## src/rtl/frac_bclk_div.sv

```systemverilog
module frac_bclk_div #(
  parameter int CW = 32,
  parameter int FW = 8
) (
  input  logic          clk,
  input  logic          rst,
  input  logic          wr_en,
  input  logic [CW-1:0] wr_data,
  output logic          bclk_o,
  output logic          tick_o,
  output logic [CW-1:0] rd_data
);
  localparam int BW      = FW + 1;
  localparam int LW      = FW + 2;
  localparam int STOP_B  = 25;
  localparam int STEP_B  = 24;
  localparam int INT_LSB = 16;
  localparam int DEN_LSB = 8;
  localparam logic [CW-1:0] RST_WORD = CW'(1) << STOP_B;

  logic [CW-1:0] ctrl;
  logic          run;
  logic [LW-1:0] cnt, len;
  logic [FW-1:0] acc;

  wire [FW-1:0] f_num  = ctrl[FW-1:0];
  wire [FW-1:0] f_den  = ctrl[DEN_LSB +: FW];
  wire [FW-1:0] f_int  = ctrl[INT_LSB +: FW];
  wire          f_step = ctrl[STEP_B];
  wire          en     = ~ctrl[STOP_B];

  wire [BW-1:0] raw    = {f_int, 1'b0} + BW'(f_step);
  wire [BW-1:0] base   = (raw < BW'(2)) ? BW'(2) : raw;
  wire [FW-1:0] numc   = (f_num > f_den) ? f_den : f_num;
  wire [BW-1:0] sum    = {1'b0, acc} + {1'b0, numc};
  wire          stretch = (f_den != '0) && (sum >= {1'b0, f_den});
  wire          last   = run && (cnt == len - LW'(1));
  wire          bound  = !run || last;

  always_ff @(posedge clk) begin
    if (rst) begin
      ctrl <= RST_WORD;
      run  <= 1'b0;
      cnt  <= '0;
      len  <= LW'(2);
      acc  <= '0;
    end else begin
      if (wr_en) ctrl <= wr_data;
      if (!en) begin
        run <= 1'b0;
        cnt <= '0;
        acc <= '0;
      end else if (bound) begin
        run <= 1'b1;
        cnt <= '0;
        len <= LW'(base) + LW'(stretch);
        acc <= stretch ? FW'(sum - {1'b0, f_den}) : sum[FW-1:0];
      end else begin
        cnt <= cnt + LW'(1);
      end
    end
  end

  assign bclk_o  = run && (cnt < (len >> 1));
  assign tick_o  = last;
  assign rd_data = ctrl;
endmodule


```

## config.mk

```make
export PLATFORM = sky130hd
export DESIGN_NAME = frac_bclk_div
export DESIGN_NICKNAME = d
export VERILOG_FILES = /design/src/rtl/frac_bclk_div.sv
export SDC_FILE = /design/constraint.sdc
export NUM_CORES = 1
export LEC_CHECK = 0
export ABC_AREA = 1
export BUFFER_PORTS_ARGS = -buffer_cell sky130_fd_sc_hd__buf_2
export CORE_ASPECT_RATIO = 2
export CORE_MARGIN = 2
export CORE_UTILIZATION = 35
export DETAILED_ROUTE_END_ITERATION = 7
export GPL_ROUTABILITY_DRIVEN = 1
export HOLD_SLACK_MARGIN = 0.03
export PLACE_DENSITY = 0.51
export SYNTH_ARGS = -nofsm -noshare
export SYNTH_HDL_FRONTEND = slang
export SYNTH_SLANG_ARGS = --single-unit
```

## constraint.sdc

```tcl
create_clock -name clk -period 8.6 [get_ports clk]
set_clock_uncertainty 0.1 [all_clocks]
set_input_delay 0.43 -clock clk [delete_from_list [all_inputs] [get_ports clk]]
set_output_delay 0.43 -clock clk [all_outputs]
set_load 0.02 [all_outputs]
```

Yosys cells after proc, flatten, opt, wreduce, memory -nomap -nowiden:

Cells that the tools add are included.

* input port bits: 35
* word-level logic and storage cells: 29
* bits in registers: 61
* output and inout port bits: 34

* $add $sub $neg: 6
* equal/unequal tests: 1
* bitwise logic cells: 1
* muxes and demuxes: 3
* reductions and logical operators: 9
* $lt $le $gt $ge: 4

Operators with widths (number)
* $mux W8: 2
* $add A10 B1 Y10 const B: 1
* $add A9 B1 Y10: 1
* $eq A10 B10 Y1: 1
* $lt A10 B9 Y1: 1
* $sub A10 B1 Y10 const B: 1
* $add A8 B8 Y9: 1
* $add A9 B1 Y9: 1
* $ge A9 B8 Y1: 1
* $lt A9 B2 Y1 const B: 1
* $mux W9: 1
* $gt A8 B8 Y1: 1
* $reduce_bool A8 Y1: 1
* $sub A8 B8 Y8: 1
* $logic_and A1 B1 Y1: 3
* $reduce_or A3 Y1: 1
* $reduce_and A2 Y1: 1
* $reduce_or A2 Y1: 1
* $logic_not A1 Y1: 1
* $logic_or A1 B1 Y1: 1
* $not A1 Y1: 1

Depth between registers and ports, before layout:

Gate-level depths: netlist of the first run.

* depth after elaboration: 6
* gate-level depth with buffers: 36
* mapped depth without buffers: 36

Worst setup path before layout of the first run:

Ideal clock, no wire load.

* path type: reg2reg
* start: register ctrl[9], in the netlist rd_data[9]
* end: register len[8]
* setup slack: 3.621 ns
* buffers on the path: 1
* required time: 8.387 ns
* cell stages (with the launch flop): 35
* arrival time: 4.766 ns
* setup time: 0.113 ns
* clock period less this slack: 4.979 ns
* cell sequence: dfxtp_1 inv_1 ha_1 a21oi_1 o21ai_0 nand2_1 o211ai_1 o21ai_1 clkbuf_1 o21ai_0 ha_1 nand3_1 nand2_1 a21oi_1 o21ai_0 xor2_1 inv_1 ha_1 nand2_1 nor2_1 nand2_1 nand2_1 nand2_1 nand3_1 nand2_1 inv_1 ha_1 ha_1 nand3_1 nor2_1 nand3_1 xor2_1 nand3_1 nand2_1 nor2_1

* cells in the longest elaborated chain, start to end: 6
* elaborated cells between the ends (all ways): 7
* classes of those cells: add/sub: 2; order compare: 2; mux: 1; reduce/logical: 2

RTL lines
* from (decl): RTL line 21 `logic [CW-1:0] ctrl;`
* from (signal assigned): RTL line 48 `if (wr_en) ctrl <= wr_data;`
* $gt A8 B8 Y1: RTL line 34 `wire [FW-1:0] numc = (f_num > f_den) ? f_den : f_num;`
* $mux W8: RTL line 34
* $add A8 B8 Y9: RTL line 35 `wire [BW-1:0] sum = {1'b0, acc} + {1'b0, numc};`
* $ge A9 B8 Y1: RTL line 36 `wire stretch = (f_den != '0) && (sum >= {1'b0, f_den});`
* $logic_and A1 B1 Y1 (*): RTL line 36
* $add A9 B1 Y10 (*): RTL line 56 `len <= LW'(base) + LW'(stretch);`
* to (signal assigned): RTL line 56
* to (decl): RTL line 23 `logic [LW-1:0] cnt, len;`

Mark *: on every way between the ends. The rest lies on a longest branch, timed or not.
A chain may end at the register's enable or synchronous reset.

Worst setup path in the final report of the first run:

* start: register ctrl[15], in the netlist rd_data[15]
* end: register len[8]

The elaborated chain is that of the path after synthesis.

==> results.yml, run 1 <==
cts:
  cts_made_buffers: 9
  postCtsSetupRepairBufs: 0
  htreeDepth: 3
  cts.clk_slew.worst_paths_ns: 0.06
  clock_latency_ns: 0.33
  clk_path_buf_depth: 2
  clock_sinks: 61
  clock_tree.root_cell: "clkbuf_16"
  post_cts_resized: 0
  cts_hold_buf: 0
  cts_tree: "done"
finish:
  postLayoutCoreUtil_pct: 42.48
  syn2layout_area_growth_pct: 19.64
  drive_gt1_share_pct: 16.69
  antenna_cells: 0
  seqCellArea_sq_mm: 0.001221
  multi_input_area_sq_mm: 0.002447
  num-nets-final: 704
  fillers: 1183
timing:
  period_minus_slack_ns: 6.236
  hold_viol_final: 0
  hold_ws_ns: 0.2212
  tns_ns: 0
  worst_slack_ns: 2.364
  maxSlewViolCount: 0
  rsz0062_at_grt: "no"
  max_freq_mhz: 160.4
  fin_crit_sh_pct: 72.51
  setup_viol: 0
  slew_headroom_pct: 28.74
  tightest_slew_ns: 1.068
global_routing:
  track_usage_pct: 19.38
  grt_pass1_vias: 3901
  grt_overflow: 0
  grt_max_degree: 42
  grt_pass1_wl_um: 18420
  antenna_found_initial: 0
job:
  cap_violations: 0
yosys:
  synth_area_sq_mm: 0.003983
  post-synth-top-area-cell: "dfxtp_1"
  syn-num-nets: 640
  yosysMostFrequentCell: "nand2_1"
  synth_warnings: 0
  avgSynthCellArea_sq_um: 7.036
  syn_inst: 566
  seq_area_frac_synth_pct: 30.66
  synthTopCellsByCount: "nand2_1 (105), nor2_1 (79), dfxtp_1 (61)"
  synth_top_cells_by_area: "dfxtp_1 (31%), ha_1 (12%), nand2_1 (9.9%)"
  synth_top_area_share_pct: 30.66
  synthDistinctLibCells: 39
  ys_async_sr_fraction_pct: 0
  synth_edf_count: 0
  ys_seq_elements: 61
  ys.flop_type: "dfxtp_1"
setup_path:
  crit_fanout: 16
  critPathSlowestCell: "o21ai_1"
  worst-path-buf-inv: 3
  arrival_ns: 6.40
  cpPeakStageDelay_ns: 0.68
  worst_path_dominant_cell_family: "simple AND/OR/NAND/NOR gates"
  cp-end-kind: "flip-flop"
  cp.required_ns: 8.76
  path_class: "flip-flop to flip-flop"
  startpoint_type: "flip-flop"
  critPathMostFrequentCell: "nand2_1"
power_and_ir_drop:
  p_leak_nw: 2.317
  ir_drop_mv: 0.1300
  p_per_area_mw_per_mm2: 224.5
floorplanning:
  die-area_sq_mm: 0.01230
  ios: 69
  core_sq_mm: 0.01122
  die-width_um: 79.43
  initial_core_util_pct: 35.50
  rows: 55
  die-height_um: 154.9
detailed_routing:
  wl_um: 11230
  via_per_inst: 4.999
  drtIter0Drc: 137
  wl_per_cell_um: 14.45
  ant_nets: 0
  via_count: 3884
  dr.pass1.iters: 5
  drc: 0
run_status:
  status: "completed"
min_path:
  holdCritPathClass: "input port to flip-flop"
placed_design:
  dpl_worst_slack_ns: 2.409
  numPortBuffers: 68
  place_congestion: 0.8672
  hpwl_um: 9053
[logic make-up (layout without fill, tap and decap cells)]
group	after synthesis	count (layout)	synth area share, %
AOI/OAI and AO/OA	100	100	13.89
xor gates and xnor gates	28	28	6.158
adders and majority gates	39	39	12.63
buffers and inverters	75	144	7.886
DFF	61	61	30.66
and+or+nand+nor	263	263	28.78
[stage by stage]
step | cell area (sq um) | total power, W | std cells
global placement | 4415 | 0.0006498 | 761
detailed placement | 4415 | 0.0006529 | 761
CTS | 4765 | 0.001082 | 777
global route | 4765 | 0.001137 | 777
floorplan | 3983 | 0.0005662 | 566
finish | 4765 | 0.001070 | 777
[sequential cells by signal, indices dropped and copies added, names as in the netlist]
signal / count
acc: 8
cnt: 10
len: 10
rd_data: 32
run: 1
[layout make-up]
cell class                      instances  area share [%]
Clock inverter                          6           2.311
Clock buffer                           10           5.016
Tap cell                              142           3.729
Inverter                               59           4.648
Multi-Input combinational cell        430           51.37
Sequential cell                        61           25.63
Timing Repair Buffer                   69           7.300
[routing by layer]
layer | vias to the layer above | global-route usage (%) | wire length, um
li1 | 2001 | - | -
met3 | 31 | 3.016 | 251
met5 | - | 0 | 0
met4 | 0 | 10.92 | 516
met2 | 79 | 38.18 | 6539
met1 | 1773 | 17.92 | 3925
[path summary, 6_finish.rpt]
kind	start	end	slack (ns)	cells after the start
worst max-delay path	rd_data[15]$_SDFFE_PP0P_	len[8]$_SDFFE_PP0P_	2.36	32
worst min-delay path	wr_data[30]	rd_data[30]$_SDFFE_PP0P_	0.22	3
worst max register to register	rd_data[15]$_SDFFE_PP0P_	len[8]$_SDFFE_PP0P_	2.36	32
worst min register to register	acc[2]$_SDFFE_PP0P_	acc[2]$_SDFFE_PP0P_	0.35	2
[where the power goes]
part / internal (W) / switching (W) / total (W)
Sequential: 0.000302 / 0.0000188 / 0.000321
Combinational: 0.000120 / 0.000207 / 0.000327
Clock: 0.000290 / 0.000132 / 0.000422
Total: 0.000712 / 0.000358 / 0.00107
[worst reg2reg max path: cells and delay by family (launching register included)]
kind / cells / cell delay (ns)
DFF: 1 / 0.35
adders and majority gates: 5 / 1.56
xor gates and xnor gates: 2 / 0.49
and+or+nand+nor: 17 / 1.85
buffers and inverters: 3 / 0.41
AOI/OAI and AO/OA: 5 / 1.41
[placed cells by master (no fill, tap or decap), types with 3 or more instances in the layout]
cell type and n:
nor2_2 6, clkbuf_16 9, nand3b_1 4, bufinv_16 3
inv_2 3, inv_1 55, nand2_1 105, o21ai_0 51
ha_1 37, xnor2_1 8, nor4_1 4, nand3_1 45
a21oi_1 31, nor3_1 4, nand4_1 9, dfxtp_1 61
xor2_1 20, buf_2 68, nor2_1 79, a21oi_2 6
No activity file was read; power rests on OpenSTA's default activity.
==> inputs of run 2 (changes only) <==
--- a/config.mk
+++ b/config.mk
@@ -5,7 +5,7 @@
 export SDC_FILE = /design/constraint.sdc
 export NUM_CORES = 1
 export LEC_CHECK = 0
-export ABC_AREA = 1
+export ABC_AREA = 0
 export BUFFER_PORTS_ARGS = -buffer_cell sky130_fd_sc_hd__buf_2
 export CORE_ASPECT_RATIO = 2
 export CORE_MARGIN = 2
@@ -13,7 +13,7 @@
 export DETAILED_ROUTE_END_ITERATION = 7
 export GPL_ROUTABILITY_DRIVEN = 1
 export HOLD_SLACK_MARGIN = 0.03
-export PLACE_DENSITY = 0.51
+export PLACE_DENSITY = 0.53
 export SYNTH_ARGS = -nofsm -noshare
 export SYNTH_HDL_FRONTEND = slang
 export SYNTH_SLANG_ARGS = --single-unit
==> constraint.sdc (replaced) <==
create_clock -name clk -period 5 [get_ports clk]
set_clock_uncertainty 0.1 [all_clocks]
set_input_delay 0.25 -clock clk [delete_from_list [all_inputs] [get_ports clk]]
set_output_delay 0.25 -clock clk [all_outputs]
set_load 0.02 [all_outputs]
==> run 2 against run 1 <==
First-iteration DRC count decreased by 39%. The flow now finishes with violations (setup timing). Die area shrank 4.6%. Routed wire length down 6.0%. Sequential power up 71%. Largest cell class unchanged.
==> results.yml, run 2 <==
yosys:
  ys.flop_type: "dfxtp_1"
  synth_edf_count: 0
  synth_area_sq_mm: 0.003792
  synthTopCellsByCount: "nor2_1 (69), dfxtp_1 (61), ha_1 (37)"
  synth_warnings: 0
  yosysMostFrequentCell: "nor2_1"
  synth_top_area_share_pct: 32.20
  post-synth-top-area-cell: "dfxtp_1"
  avgSynthCellArea_sq_um: 8.639
  syn-num-nets: 513
  ys_seq_elements: 61
  synthDistinctLibCells: 45
  synth_top_cells_by_area: "dfxtp_1 (32%), ha_1 (12%), mux2i_1 (9.2%)"
  ys_async_sr_fraction_pct: 0
  syn_inst: 439
  seq_area_frac_synth_pct: 32.20
timing:
  hold_viol_final: 0
  period_minus_slack_ns: 5.033
  tightest_slew_ns: 0.9995
  rsz0062_at_grt: "yes"
  maxSlewViolCount: 0
  slew_headroom_pct: 33.12
  worst_slack_ns: -0.03341
  max_freq_mhz: 198.7
  fin_crit_sh_pct: 100.7
  setup_viol: 2
setup_path:
  cp.required_ns: 5.07
  startpoint_type: "flip-flop"
  arrival_ns: 5.10
  cp-end-kind: "flip-flop"
  crit_start: "rd_data[9]$_SDFFE_PP0P_"
  rr_startpoint: "rd_data[9]$_SDFFE_PP0P_"
  path_class: "flip-flop to flip-flop"
  crit_fanout: 5
global_routing:
  grt_overflow: 0
  track_usage_pct: 18.82
  antenna_found_initial: 0
  grt_pass1_wl_um: 17020
  grt_max_degree: 45
  grt_pass1_vias: 3496
finish:
  fin_area_sq_mm: 0.004922
  largest_reg_flops: 32
  drive_gt1_share_pct: 27.84
  final_common_cell: "buf_2"
  layout_common_cells: "buf_2 (68), nor2_1 (66), dfxtp_1 (59), mux2i_1 (34)"
  fillers: 1042
  antenna_cells: 0
  postLayoutCoreUtil_pct: 46.68
  num-nets-final: 598
  syn2layout_area_growth_pct: 29.79
  fin_cells: 665
floorplanning:
  core_sq_mm: 0.01054
  die-height_um: 151.2
  die-area_sq_mm: 0.01173
  ios: 69
  initial_core_util_pct: 35.97
  die-width_um: 77.61
  rows: 53
power_and_ir_drop:
  p_switching_w: 0.0005349
  p_int_w: 0.001178
  ir_drop_mv: 0.1903
  pwr-share-comb_pct: 31.3
  p_leak_nw: 2.180
  swShare_pct: 31.23
  total_power_w: 0.001713
  clock_power_share_pct: 36.7
  p_per_area_mw_per_mm2: 347.9
  seq_power_share_pct: 32.1
detailed_routing:
  drc: 0
  ant_nets: 0
  via_per_inst: 5.117
  wl_um: 10560
  drtIter0Drc: 83
  wl_per_cell_um: 15.87
  via_count: 3403
  dr.pass1.iters: 4
placed_design:
  place_congestion: 0.8610
  numPortBuffers: 68
  dpl-instance-area_sq_mm: 0.004407
  hpwl_um: 8103
  placed_cells: 642
min_path:
  min_from: "wr_data[25]"
  holdCritPathClass: "input port to flip-flop"
job:
  cap_violations: 0
cts:
  clock_sinks: 61
  cts_made_buffers: 9
  clk_path_buf_depth: 2
  cts.clk_slew.worst_paths_ns: 0.05
  clock_tree.root_cell: "clkbuf_16"
  htreeDepth: 3
  clock_latency_ns: 0.32
  cts_tree: "done"
run_status:
  status: "finished, violations left"
  violations: "setup timing"
[run 2: layer usage]
| metal | vias to the layer above | GRT usage [%] | wire [um] |
|---|---|---|---|
| met5 | - | 0 | 0 |
| met4 | 0 | 7.589 | 289 |
| met3 | 15 | 3.218 | 254 |
| met2 | 62 | 40.00 | 6285 |
| met1 | 1637 | 16.51 | 3728 |
| li1 | 1689 | - | - |
[run 2: worst max-delay path, cell delays in order, from the launching register on]
cell      delay (ns)
dfxtp_4         0.37
inv_4           0.04
ha_4            0.20
nor2b_4         0.11
o21a_1          0.17
o21ai_1         0.16
nand2b_1        0.09
a21oi_2         0.15
o21ai_2         0.08
o21ai_4         0.13
mux2_4          0.35
ha_4            0.21
a21o_1          0.20
a211oi_2        0.20
nor2_2          0.08
nor4_2          0.29
nor3_2          0.09
xor2_1          0.18
ha_1            0.34
and3_4          0.18
nand4_1         0.13
a31oi_4         0.25
ha_4            0.18
ha_4            0.14
nand3_4         0.11
nor2_2          0.14
xnor2_1         0.13
a211oi_1        0.08
[run 2: logic make-up (layout without fill, tap and decap cells)]
group                    after synthesis  after routing  synth area share [%]
flip-flops                            61             61                 32.20
multiplexers                          43             43                 11.61
adder cells (fa/ha/maj)               39             39                 13.26
AO/OA/AOI/OAI                         77             77                 12.60
AND/OR/NAND/NOR                      134            134                 16.46
XOR/XNOR                              38             38                 8.776
buffers and inverters                 47            136                 5.081
[run 2: cell type report]
cell class	instances	area, sq um	share of cell area [%]
Multi-Input combinational cell	331	2590	52.62
Sequential cell	61	1229	24.96
Timing Repair Buffer	91	516.7	10.50
Clock buffer	12	256.5	5.211
Tap cell	137	171.4	3.482
Inverter	30	115.1	2.339
Clock inverter	3	43.79	0.8897
[run 2: path summary, 6_finish.rpt]
check	to	cells after the start	slack, ns
worst max-delay path	len[6]$_SDFFE_PP0P_	27	-0.03
worst min-delay path	rd_data[25]$_SDFFE_PP1P_	2	0.04
worst max register to register	len[6]$_SDFFE_PP0P_	27	-0.03
worst min register to register	acc[7]$_SDFFE_PP0P_	2	0.38
[run 2: power groups by stage]
stage                     sequential (W)  combinational (W)  clock, W
after floorplan                 0.000568           0.000344         0
after global placement          0.000557           0.000483         0
after detailed placement        0.000558           0.000487         0
after CTS                       0.000548           0.000500  0.000641
after global routing            0.000553           0.000592  0.000666
final                           0.000549           0.000536  0.000628
[run 2: per-stage QoR]
stage	worst slack [ns]	hold slack, ns	setup TNS, ns
after floorplan	0.01335	0.2724	0
after global placement	0.06941	0.3615	0
after CTS	0.02392	0.03316	0
after detailed placement	-0.08879	0.3712	-0.3288
after global routing	-0.2514	0.04535	-1.329
final	-0.03341	0.04042	-0.05662
[run 2: what timing repair did]
action | CTS | global route
endpoints found under the setup margin | 5 | 16
pin swaps | 3 | 29
hold buffers | 0 | 0
buffers inserted | 1 | 8
endpoints found under the hold margin | 0 | 0
gates resized for setup | 8 | 21
==> inputs of run 3 (changes only) <==
--- a/config.mk
+++ b/config.mk
@@ -13,7 +13,7 @@
 export DETAILED_ROUTE_END_ITERATION = 7
 export GPL_ROUTABILITY_DRIVEN = 1
 export HOLD_SLACK_MARGIN = 0.03
-export PLACE_DENSITY = 0.53
+export PLACE_DENSITY = 0.51
 export SYNTH_ARGS = -nofsm -noshare
 export SYNTH_HDL_FRONTEND = slang
 export SYNTH_SLANG_ARGS = --single-unit
==> constraint.sdc (replaced) <==
create_clock -name clk -period 5.15 [get_ports clk]
set_clock_uncertainty 0.1 [all_clocks]
set_input_delay 0.2575 -clock clk [delete_from_list [all_inputs] [get_ports clk]]
set_output_delay 0.2575 -clock clk [all_outputs]
set_load 0.02 [all_outputs]
==> run 3 against run 2 <==
The flow now finishes without violations. First-iteration DRC count is 80% higher. Via count shrank 0.50%. Design area is 1.9% lower. Critical path depth decreased by 1. Sequential share of layout area rose by 0.43 points. Critical endpoint is now len[5]$_SDFFE_PP0P_.
==> results.yml, run 3 (same netlist as run 2, synthesis figures left out) <==
global_routing:
  grt_overflow: 0
  antenna_found_initial: 0
  grt_pass1_vias: 3374
  grt_use_met2_pct: 38.97
  grt.met3_usage_pct: 4.052
  track_usage_pct: 19.17
  grt_max_degree: 45
  grtUsageMet1_pct: 17.77
  top_usage_layer: "met2"
  grt_pass1_wl_um: 17110
setup_path:
  cp.required_ns: 5.29
  crit_cells: 26
  arrival_ns: 5.08
  path_class: "flip-flop to flip-flop"
  cp-end-kind: "flip-flop"
  r2r_cells: 26
  critPathMostFrequentCell: "ha_1"
  worst-path-buf-inv: 1
  ff2ff_setup_slack_ns: 0.21
  startpoint_type: "flip-flop"
  worst_path_dominant_cell_family: "compound AO/OA/AOI/OAI gates"
  crit_start: "rd_data[9]$_SDFFE_PP0P_"
  critPathSlowestCell: "dfxtp_4"
  rr_startpoint: "rd_data[9]$_SDFFE_PP0P_"
  cpPeakStageDelay_ns: 0.36
  crit_fanout: 6
floorplanning:
  die-width_um: 77.61
  rows: 53
  ios: 69
  core_sq_mm: 0.01054
  initial_core_util_pct: 35.97
  die-height_um: 151.2
  die-area_sq_mm: 0.01173
min_path:
  min_from: "wr_data[3]"
  holdPathStages: 3
  holdCritPathClass: "input port to flip-flop"
detailed_routing:
  dr.pass1.iters: 4
  drtIter0Drc: 149
  drc: 0
  via_count: 3386
  wl_per_cell_um: 15.92
  via_per_inst: 5.054
  wl_um: 10660
  ant_nets: 0
power_and_ir_drop:
  seq_power_share_pct: 33.0
  total_power_w: 0.001613
  p_switching_w: 0.0005411
  clock_power_share_pct: 34.6
  swShare_pct: 33.54
  ir_drop_mv: 0.1867
  p_per_area_mw_per_mm2: 334.1
  p_int_w: 0.001072
  pwr-share-comb_pct: 32.4
  p_leak_nw: 2.188
timing:
  tns_ns: 0
  fin_crit_sh_pct: 95.94
  slew_headroom_pct: 35.09
  maxSlewViolCount: 0
  tightest_slew_ns: 0.9736
  max_freq_mhz: 202.4
  setup_viol: 0
  period_minus_slack_ns: 4.941
  hold_viol_final: 0
cts:
  cts_made_buffers: 9
  htreeDepth: 3
  cts_tree: "done"
  clk_path_buf_depth: 2
  clock_tree.root_cell: "clkbuf_16"
  clock_sinks: 61
  cts.clk_slew.worst_paths_ns: 0.06
  clock_latency_ns: 0.34
job:
  cap_violations: 0
finish:
  fillers: 1060
  num-nets-final: 602
  drive_gt1_share_pct: 26.45
  final_common_cell: "buf_2"
  layout_common_cells: "buf_2 (68), nor2_1 (67), dfxtp_1 (59), mux2i_1 (35), ha_1 (35)"
  antenna_cells: 0
  largest_reg_flops: 32
  syn2layout_area_growth_pct: 27.35
  fin_cells: 670
placed_design:
  place_congestion: 0.8751
  numPortBuffers: 68
  placed_cells: 646
  hpwl_um: 8161
run_status:
  status: "completed"
-- run 3: cell types whose count changed in the layout (fill, tap and decap cells not counted), moves of 3 or more --
cell      change
ha_4          -5
ha_1          +6
buf_4         +3
clkinv_2      +3
-- run 3: path summary, 6_finish.rpt --
kind / end
worst min-delay path: rd_data[3]$_SDFFE_PP0P_
worst max register to register: len[5]$_SDFFE_PP0P_
worst max-delay path: len[5]$_SDFFE_PP0P_
worst min register to register: acc[7]$_SDFFE_PP0P_
-- run 3: what timing repair did --
item	in CTS	in global routing
cloned	0	0
endpoints found under the setup margin	4	13
endpoints found under the hold margin	1	0
buffers inserted	0	7
hold buffers	1	0
pin swaps	1	14
resized for setup	1	18
-- run 3: power groups by stage --
stage                     logic, W  registers [W]  clock network (W)
after floorplan           0.000331       0.000552                  0
after global placement    0.000475       0.000541                  0
after detailed placement  0.000477       0.000542                  0
after CTS                 0.000480       0.000532           0.000573
after global routing      0.000576       0.000536           0.000593
final                     0.000523       0.000532           0.000559
-- run 3: through the flow --
step	util (%)	setup WS (ns)	cell area [sq um]	hold WS [ns]
after floorplan	-	0.03152	3860	0.2799
after global placement	41.96	0.09269	4424	0.3582
after detailed placement	41.96	-0.05022	4424	0.3693
after CTS	44.63	0.001154	4706	0.03720
after global routing	45.81	-0.07435	4830	0.05574
final	45.81	0.2091	4830	0.05309
-- run 3: metal layers --
metal	vias up	part of all wire, %
met5	-	0
met4	0	2.6
met3	18	2.6
met2	61	59
met1	1604	36
li1	1703	-
-- run 3: final cells by class --
cell class / count / area (sq um) / share of cell area (%)
Multi-Input combinational cell: 331 / 2501 / 51.79
Sequential cell: 61 / 1226 / 25.39
Timing Repair Buffer: 95 / 549.3 / 11.37
Clock buffer: 10 / 229.0 / 4.741
Tap cell: 137 / 171.4 / 3.549
Inverter: 30 / 112.6 / 2.332
Clock inverter: 6 / 40.04 / 0.8290
-- run 3: tightest hold or removal path, stage by stage --
cell	delay, ns
buf_2	0.08
mux2i_1	0.05
nor2_1	0.07
